**config.mk**
```make
export PLATFORM = sky130hd
export DESIGN_NAME = pwm_timebase
export DESIGN_NICKNAME = d
export VERILOG_FILES = /design/src/rtl/pwm_timebase_pkg.sv /design/src/rtl/pwm_prescaler.sv /design/src/rtl/pwm_period_reg.sv /design/src/rtl/pwm_counter.sv /design/src/rtl/pwm_timebase.sv
export SDC_FILE = /design/constraint.sdc
export NUM_CORES = 1
export LEC_CHECK = 0
export BUFFER_PORTS_ARGS = -buffer_cell sky130_fd_sc_hd__buf_2
export CORE_MARGIN = 4
export CORE_UTILIZATION = 55
export CTS_BUF_LIST = sky130_fd_sc_hd__clkbuf_2 sky130_fd_sc_hd__clkbuf_4 sky130_fd_sc_hd__clkbuf_8
export DETAILED_ROUTE_END_ITERATION = 12
export PLACE_DENSITY = 0.73
export SYNTH_ARGS = -nofsm -noshare
export SYNTH_HDL_FRONTEND = slang
export SYNTH_SLANG_ARGS = --single-unit
```
**constraint.sdc**
```tcl
create_clock -name clk -period 7.2 [get_ports clk]
set_input_delay 1.44 -clock clk [delete_from_list [all_inputs] [get_ports clk]]
set_output_delay 1.44 -clock clk [all_outputs]
set_load 0.01 [all_outputs]
```
**src/rtl/pwm_timebase_pkg.sv**
```systemverilog
package pwm_timebase_pkg;
  localparam int CNT_W   = 16;
  localparam int PRE_A_W = 3;
  localparam int PRE_B_W = 3;

  typedef enum logic [1:0] {
    CM_UP     = 2'd0,
    CM_DOWN   = 2'd1,
    CM_UPDOWN = 2'd2,
    CM_HOLD   = 2'd3
  } cnt_mode_e;

  typedef enum logic [1:0] {
    RUN_STEP   = 2'd0,
    RUN_CYCLE  = 2'd1,
    RUN_FREE_A = 2'd2,
    RUN_FREE   = 2'd3
  } run_mode_e;

  typedef struct packed {
    logic [4:0]         rsvd;
    run_mode_e          run;
    logic [PRE_B_W-1:0] pre_b;
    logic [PRE_A_W-1:0] pre_a;
    logic               prd_imm;
    cnt_mode_e          mode;
  } tb_ctl_t;
endpackage

```
**src/rtl/pwm_prescaler.sv**
```systemverilog
module pwm_prescaler #(
  parameter int A_W = 3,
  parameter int B_W = 3
) (
  input  logic           clk,
  input  logic           rst,
  input  logic [A_W-1:0] pre_a,
  input  logic [B_W-1:0] pre_b,
  output logic           tick
);
  localparam int CA_W = (1 << A_W) - 1;
  localparam int CB_W = B_W + 1;

  logic [A_W-1:0]  a_act;
  logic [B_W-1:0]  b_act;
  logic [CA_W-1:0] cnt_a, lim_a;
  logic [CB_W-1:0] cnt_b, lim_b;
  logic            tick_a;

  always_comb begin
    lim_a  = (CA_W'(1) << a_act) - CA_W'(1);
    lim_b  = (b_act == '0) ? '0 : (CB_W'({b_act, 1'b0}) - CB_W'(1));
    tick_a = (cnt_a == lim_a);
    tick   = tick_a && (cnt_b == lim_b);
  end

  always_ff @(posedge clk) begin
    if (rst) begin
      cnt_a <= '0;
      cnt_b <= '0;
      a_act <= '0;
      b_act <= '0;
    end else if (tick) begin
      cnt_a <= '0;
      cnt_b <= '0;
      a_act <= pre_a;
      b_act <= pre_b;
    end else if (tick_a) begin
      cnt_a <= '0;
      cnt_b <= cnt_b + CB_W'(1);
    end else begin
      cnt_a <= cnt_a + CA_W'(1);
    end
  end
endmodule

```
**src/rtl/pwm_period_reg.sv**
```systemverilog
module pwm_period_reg #(
  parameter int W = 16
) (
  input  logic         clk,
  input  logic         rst,
  input  logic         wr_en,
  input  logic [W-1:0] wr_data,
  input  logic         imm,
  input  logic         load,
  output logic [W-1:0] prd
);
  logic [W-1:0] shadow;

  always_ff @(posedge clk) begin
    if (rst) begin
      shadow <= '0;
      prd    <= '0;
    end else begin
      if (wr_en) shadow <= wr_data;
      if (wr_en && imm) prd <= wr_data;
      else if (load)    prd <= shadow;
    end
  end


  prd_imm_chk: assert property (@(posedge clk) disable iff (rst)
    (wr_en && imm) |=> (prd == $past(wr_data)));


  prd_hold_chk: assert property (@(posedge clk) disable iff (rst)
    (!load && !(wr_en && imm)) |=> $stable(prd));
endmodule

```
**src/rtl/pwm_counter.sv**
```systemverilog
module pwm_counter
  import pwm_timebase_pkg::*;
#(
  parameter int W = 16
) (
  input  logic         clk,
  input  logic         rst,
  input  logic         step,
  input  cnt_mode_e    mode,
  input  run_mode_e    run,
  input  logic         halt,
  input  logic [W-1:0] prd,
  output logic [W-1:0] cnt,
  output logic         up,
  output logic         zero_evt,
  output logic         prd_evt,
  output logic         reach_zero
);
  logic         stopped;
  logic         adv;
  logic [W-1:0] nxt;
  logic         nxt_up;

  always_comb begin
    adv    = step && !stopped && (mode != CM_HOLD);
    nxt    = cnt;
    nxt_up = up;
    case (mode)
      CM_UP: begin
        nxt    = (cnt >= prd) ? '0 : cnt + W'(1);
        nxt_up = 1'b1;
      end
      CM_DOWN: begin
        nxt    = (cnt == '0 || cnt > prd) ? prd : cnt - W'(1);
        nxt_up = 1'b0;
      end
      CM_UPDOWN: begin
        if (up) begin
          if (cnt >= prd) begin
            nxt    = (cnt == '0) ? '0 : cnt - W'(1);
            nxt_up = 1'b0;
          end else begin
            nxt = cnt + W'(1);
          end
        end else begin
          if (cnt == '0) begin
            nxt    = (prd == '0) ? '0 : W'(1);
            nxt_up = 1'b1;
          end else begin
            nxt = cnt - W'(1);
          end
        end
      end
      default: ;
    endcase
    reach_zero = adv && (nxt == '0);
  end

  always_ff @(posedge clk) begin
    if (rst) begin
      cnt      <= '0;
      up       <= 1'b1;
      zero_evt <= 1'b0;
      prd_evt  <= 1'b0;
      stopped  <= 1'b0;
    end else begin
      zero_evt <= reach_zero;
      prd_evt  <= adv && (nxt == prd);
      if (adv) begin
        cnt <= nxt;
        up  <= nxt_up;
      end
      if (!halt)
        stopped <= 1'b0;
      else if (adv && (run == RUN_STEP || (run == RUN_CYCLE && nxt == '0)))
        stopped <= 1'b1;
    end
  end


  step_only_chk: assert property (@(posedge clk) disable iff (rst)
    !step |=> $stable(cnt));


  up_incr_chk: assert property (@(posedge clk) disable iff (rst)
    (step && !stopped && mode == CM_UP && cnt < prd) |=> (cnt == $past(cnt) + W'(1)));


  halt_hold_chk: assert property (@(posedge clk) disable iff (rst)
    (stopped && halt) |=> $stable(cnt));
endmodule

```
**src/rtl/pwm_timebase.sv**
```systemverilog
module pwm_timebase
  import pwm_timebase_pkg::*;
#(
  parameter int W = CNT_W
) (
  input  logic         clk,
  input  logic         rst,
  input  logic         wr_en,
  input  logic         wr_addr,
  input  logic [15:0]  wr_data,
  input  logic         halt,
  output logic [W-1:0] count,
  output logic         count_up,
  output logic         zero_evt,
  output logic         prd_evt
);
  tb_ctl_t      ctl_q;
  logic         tick;
  logic         reach_zero;
  logic [W-1:0] prd;

  always_ff @(posedge clk) begin
    if (rst)                    ctl_q <= '0;
    else if (wr_en && !wr_addr) ctl_q <= tb_ctl_t'(wr_data);
  end

  pwm_prescaler #(.A_W(PRE_A_W), .B_W(PRE_B_W)) u_pre (
    .clk   (clk),
    .rst   (rst),
    .pre_a (ctl_q.pre_a),
    .pre_b (ctl_q.pre_b),
    .tick  (tick)
  );

  pwm_period_reg #(.W(W)) u_prd (
    .clk     (clk),
    .rst     (rst),
    .wr_en   (wr_en && wr_addr),
    .wr_data (W'(wr_data)),
    .imm     (ctl_q.prd_imm),
    .load    (reach_zero),
    .prd     (prd)
  );

  pwm_counter #(.W(W)) u_cnt (
    .clk        (clk),
    .rst        (rst),
    .step       (tick),
    .mode       (ctl_q.mode),
    .run        (ctl_q.run),
    .halt       (halt),
    .prd        (prd),
    .cnt        (count),
    .up         (count_up),
    .zero_evt   (zero_evt),
    .prd_evt    (prd_evt),
    .reach_zero (reach_zero)
  );
endmodule

```
Word level (Yosys, flattened, before mapping) --
Index checks and enable logic that the tools add are counted.
Cells by class: eq/ne operators 7, reductions and logical operators 26, bitwise gates (word level) 1, add/subtract/negate cells 6, $lt $le $gt $ge 2, multiplexer cells 15, shift-type cells 1, $mul 0, div/mod/pow operators 0
Operators by type and width (number):
- $mux W16 | 8
- $logic_not A16 Y1 | 3
- $pmux W16 S3 | 1
- $add A16 B1 Y16 const B | 1
- $eq A16 B16 Y1 | 1
- $ge A16 B16 Y1 | 1
- $gt A16 B16 Y1 | 1
- $sub A16 B1 Y16 const B | 1
- $logic_and A1 B1 Y1 | 10
- $add A7 B1 Y7 const B | 1
- $eq A7 B7 Y1 | 1
- $shl A1 B3 Y7 const A | 1
- $sub A7 B2 Y7 const B | 1
- $add A4 B1 Y4 const B | 1
- $eq A2 B1 Y1 const B | 2
- $eq A4 B4 Y1 | 1
- $logic_not A2 Y1 | 2
- $mux W1 | 4
- $mux W4 | 1
- $reduce_or A2 Y1 | 2
- $sub A4 B1 Y4 const B | 1
- $logic_not A3 Y1 | 1
- $pmux W1 S3 | 1
- $reduce_bool A3 Y1 | 1
- other kinds (8) | 10
Storage, ports and cells: bits in read-only memories 0, memories 0, memory bits (writable) 0, input port bits 21, output and inout bits 19, word-level logic and storage cells 74, bits in registers 80, bits in latches 0

Longest topological paths before layout --
word-level depth 9, mapped depth 17, depth with buffers taken out 12

By module --
Synthesis repeated with hierarchy kept, for this count alone.
Second synthesis, totals: cell total of the unflattened synthesis 781, area, all modules 6356.1 sq um
Modules (own cells, without submodules):
- pwm_counter | times used 1, area each 3383.2 sq um, sequential area each 400.4 sq um, cells each 490
- pwm_period_reg | times used 1, area each 1433.9 sq um, sequential area each 640.6 sq um, cells each 124
- pwm_prescaler | times used 1, area each 980.9 sq um, sequential area each 340.3 sq um, cells each 116
- pwm_timebase | times used 1, area each 558.0 sq um, sequential area each 220.2 sq um, cells each 51

Worst setup path before layout --
Ideal clock, no wire load.
path kind reg2reg, from register u_cnt.cnt[0], to register u_prd.prd[10], library setup time 0.134 ns, clock period less this slack 4.438 ns, required time 7.066 ns, stages on the path, launching flop included 18, buffers on the path 6, slack 2.762 ns, data arrival time 4.304 ns, cells stage by stage dfxtp_1 > buf_2 > inv_1 > ha_1 > or4b_2 > or4_4 > buf_6 > buf_6 > and3_4 > and3_1 > a211o_1 > or4_4 > buf_6 > or3_1 > clkbuf_1 > clkbuf_1 > o31ai_1 > a211oi_1
On the way: word-level cells in the longest chain between the ends 8, elaborated cells on any way between the ends 16, classes of those cells 2 x add/sub; 2 x order compare; 7 x mux; 5 x reduce/logical
Ends and longest elaborated chain:
- from (decl) | line pwm_counter.sv:13 | output logic [W-1:0] cnt,
- from (signal assigned) | line pwm_counter.sv:70 | cnt <= nxt;
- $sub A16 B1 Y16 or $logic_not A16 Y1 (tied branches)
- $mux W16 | line pwm_counter.sv:40 | nxt = (cnt == '0) ? '0 : cnt - W'(1);
- $mux W16 | line pwm_counter.sv:39 | if (cnt >= prd) begin
- $mux W16 | line pwm_counter.sv:38 | if (up) begin
- $pmux W16 S3 (*) | line pwm_counter.sv:28 | case (mode)
- $logic_not A16 Y1 (*) | line pwm_counter.sv:56 | reach_zero = adv && (nxt == '0);
- $logic_and A1 B1 Y1 (*) | line pwm_counter.sv:56
- $reduce_bool A2 Y1 (no line) (*)
- to (signal assigned) | line pwm_period_reg.sv:20 | if (wr_en && imm) prd <= wr_data;
- to (signal assigned) | line pwm_period_reg.sv:21 | else if (load) prd <= shadow;
- to (decl) | line pwm_period_reg.sv:10 | output logic [W-1:0] prd
Mark *: on every way between the ends. The rest lies on a longest branch, timed or not. A chain may end at the register's enable or synchronous reset.

Final worst setup path --
from register u_cnt.cnt[0], to register u_prd.prd[9]
The elaborated chain is that of the path after synthesis.

==> flow_summary.ini <==
[run_status]
status = finished, final reports clean

[routing]
drt-initial-drc-count = 539
drt_first_pass_iters = 5
wl_mm = 20.2
wl_per_cell_um = 21.4
ant_nets = 0
routed-via-count = 6296
route.detailed.drc = 0
avgViaCountPerCell = 6.68

[yosys]
yosysSeqAreaShare_pct = 26.8
yosysWarnings = 0
synthFlopType = dfxtp_1
synth_cell_types = 71
netlist_instances = 801
syn_nets = 845
ys_seq_elements = 80
postSynthAreaPerCell_um2 = 7.47
syn_area_um2 = 5990
synth_most_common_cell = nor2_1
synth_enable_flop_cells = 0
synth_area_leaders = dfxtp_1 (27%), nor2_1 (6.1%), nand2_1 (5.4%)
synthArstFlopShare_pct = 0
synth_top_area_cell = dfxtp_1
synth_common_cells = nor2_1 (97), nand2_1 (86), dfxtp_1 (80)
yosysTopAreaCellShare_pct = 26.8

[cells_and_area]
fill_cells = 984
num_antenna_cells = 0
final_layout_size_suffix_gt1_share_pct = 11.5
fin_nets = 845
multi_input_area_um2 = 4000
seqCellArea_um2 = 1600
syn_to_final_growth_pct = 6.86

[floorplanning]
io_pins = 40
fp-row-count = 37
fp.dieW_um = 112
die_h_um = 112
die_area_um2 = 12600
initial_utilization_pct = 57.2
coreArea_um2 = 10500

[placement]
portBuffers = 39
dpl.hpwl_mm = 14.4
place.gp.congestion = 1.07

[pwr]
peakVddDrop_mv = 0.237
p_leak_uw = 0.00235
p_per_area_nw_per_um2 = 470

[worst_setup_path]
worstPathArrival_ps = 5980
startpoint_type = flip-flop
critical_path_class = reg -> reg
path_buf_inv = 1
cp-end-kind = flip-flop
cp_cell_sequence = inv_1, ha_1, or4b_2, nor4_4, nor2_1, a22oi_1, mux2i_1, a221oi_2, nand3b_1, or4_1, or3_1, a311oi_1
path_max_fanout = 34
max_stage_delay_ps = 1010
crit_family = simple AND/OR/NAND/NOR gates
slowest_stage = or4_1
required_ps = 7470

[clocking]
clock_path_buffers = 2
numCtsBuffers = 9
clock_sinks = 80
cts_tree = built
htreeDepth = 3
path_clk_slew_ps = 100
post-cts-setup-buffer-count = 0
insertion_delay_ps = 380
clockRootBuffer = clkbuf_8
cts_hold_buf = 0
ctsResizeCount = 0

[global_routing]
grt_max_degree = 72
grt_pass1_vias = 6043
grt_use_met2_pct = 51.6
grtUsageTotal_pct = 31.7
grt_pass1_wl_mm = 32.1
grt-ovfl-total = 0
use_met3_pct = 5.01
antenna_found_initial = 0
grt-busiest-layer = met2
use_met1_pct = 40.2

[timing]
finalMaxSlewViolations = 0
period_share_pct = 79.3
relSlewSlack_pct = 21.9
rsz0062_at_grt = false
hold_viol_final = 0
fmax_ghz = 0.175
setup_viol = 0
skew_ps = 18.0
tns_ps = 0
post-route-min-period_ps = 5710
hold_slack_ps = 458
tightest_slew_ps = 1160

[min_path]
hold_path.class = reg -> reg

[run]
drv_cap = 0
-- final timing paths --
path                                               startpoint  depth (start not counted)                       endpoint  slack, ps
worst max-delay path                u_cnt.cnt[0]$_SDFFE_PP0P_                         12      u_prd.prd[9]$_SDFFE_PP0P_       1490
worst min-delay path            u_prd.shadow[14]$_SDFFE_PP0P_                          2  u_prd.shadow[14]$_SDFFE_PP0P_        460
worst max register to register      u_cnt.cnt[0]$_SDFFE_PP0P_                         12      u_prd.prd[9]$_SDFFE_PP0P_       1490
worst min register to register  u_prd.shadow[14]$_SDFFE_PP0P_                          2  u_prd.shadow[14]$_SDFFE_PP0P_        460
-- where the power goes --
group	internal (µW)	total (µW)	leakage [µW]	switching, µW
Combinational	631	2020	0.00160	1390
Sequential	501	626	0.000651	125
Clock	164	357	0.000101	193
-- stage by stage --
| stage | setup slack, ps | instance area (µm²) | util (%) | cells | power, µW |
|---|---|---|---|---|---|
| final | 1490 | 6400 | 61.1 | 942 | 3010 |
| after floorplan | 2760 | 5990 | - | 801 | 2080 |
| after global placement | 1200 | 6180 | 59.1 | 926 | 2560 |
| after detailed placement | 1210 | 6180 | 59.1 | 926 | 2570 |
| after global routing | 1140 | 6400 | 61.1 | 942 | 3180 |
| after CTS | 1160 | 6390 | 61.1 | 942 | 2930 |
-- state kept, by name, summed over array words and instances, names as in the netlist --
| name | cells |
|---|---|
| u_prd.shadow | 16 |
| u_cnt.zero_evt | 1 |
| u_cnt.prd_evt | 1 |
| u_pre.cnt_b | 4 |
| u_cnt.stopped | 1 |
| u_prd.prd | 16 |
| u_pre.cnt_a | 7 |
| u_pre.a_act | 3 |
| u_cnt.cnt | 16 |
| u_cnt.up | 1 |
| ctl_q | 11 |
| u_pre.b_act | 3 |
-- layout make-up --
class	count	area share, %
Multi-Input combinational cell	627	62.5
Clock buffer	9	1.94
Inverter	28	1.64
Clock inverter	7	1.25
Timing Repair Buffer	55	4.93
Sequential cell	80	25.0
Tap cell	136	2.66
-- placed cells by master, fill, tap and decap left out, drive strengths merged, types with 12 or more instances in the layout --
cell type | netlist | layout
nor2 | 97 | 97
a211oi | 28 | 28
nor4 | 18 | 18
dfxtp | 80 | 80
a21oi | 62 | 62
ha | 23 | 23
mux2i | 12 | 12
o21ai | 14 | 14
xnor2 | 29 | 29
xor2 | 17 | 17
o31a | 12 | 12
or4b | 18 | 18
nand2 | 86 | 86
o31ai | 22 | 22
nand4 | 20 | 20
nand3 | 28 | 28
nor3 | 19 | 19
buf | 14 | 55
inv | 27 | 28
-- tightest hold or removal path, delay by kind of cell, from the launching register on --
kind             cells  cell delay (ps)
AND/OR/NAND/NOR      1               50
AO/OA/AOI/OAI        1               50
flip-flops           1              310
-- per-layer routing --
metal  part of all wire [%]  up-vias  routed length, µm
met5                      0        -                  0
met2                     46      329               9270
met4                    5.5        0               1120
met3                    8.4       82               1690
met1                     40     2938               8120
li1                       -     2947                  -
-- cells by family (layout without fill, tap and decap cells) --
group	Yosys count	after routing	share of synthesized area (%)
AO/OA/AOI/OAI	197	197	22.8
XOR/XNOR	46	46	6.73
adder cells (fa/ha/maj)	23	23	4.81
buffers and inverters	94	99	6.67
flip-flops	80	80	26.8
multiplexers	15	15	2.57
AND/OR/NAND/NOR	346	346	29.7
Note: power is estimated with default switching activity, not from simulation.
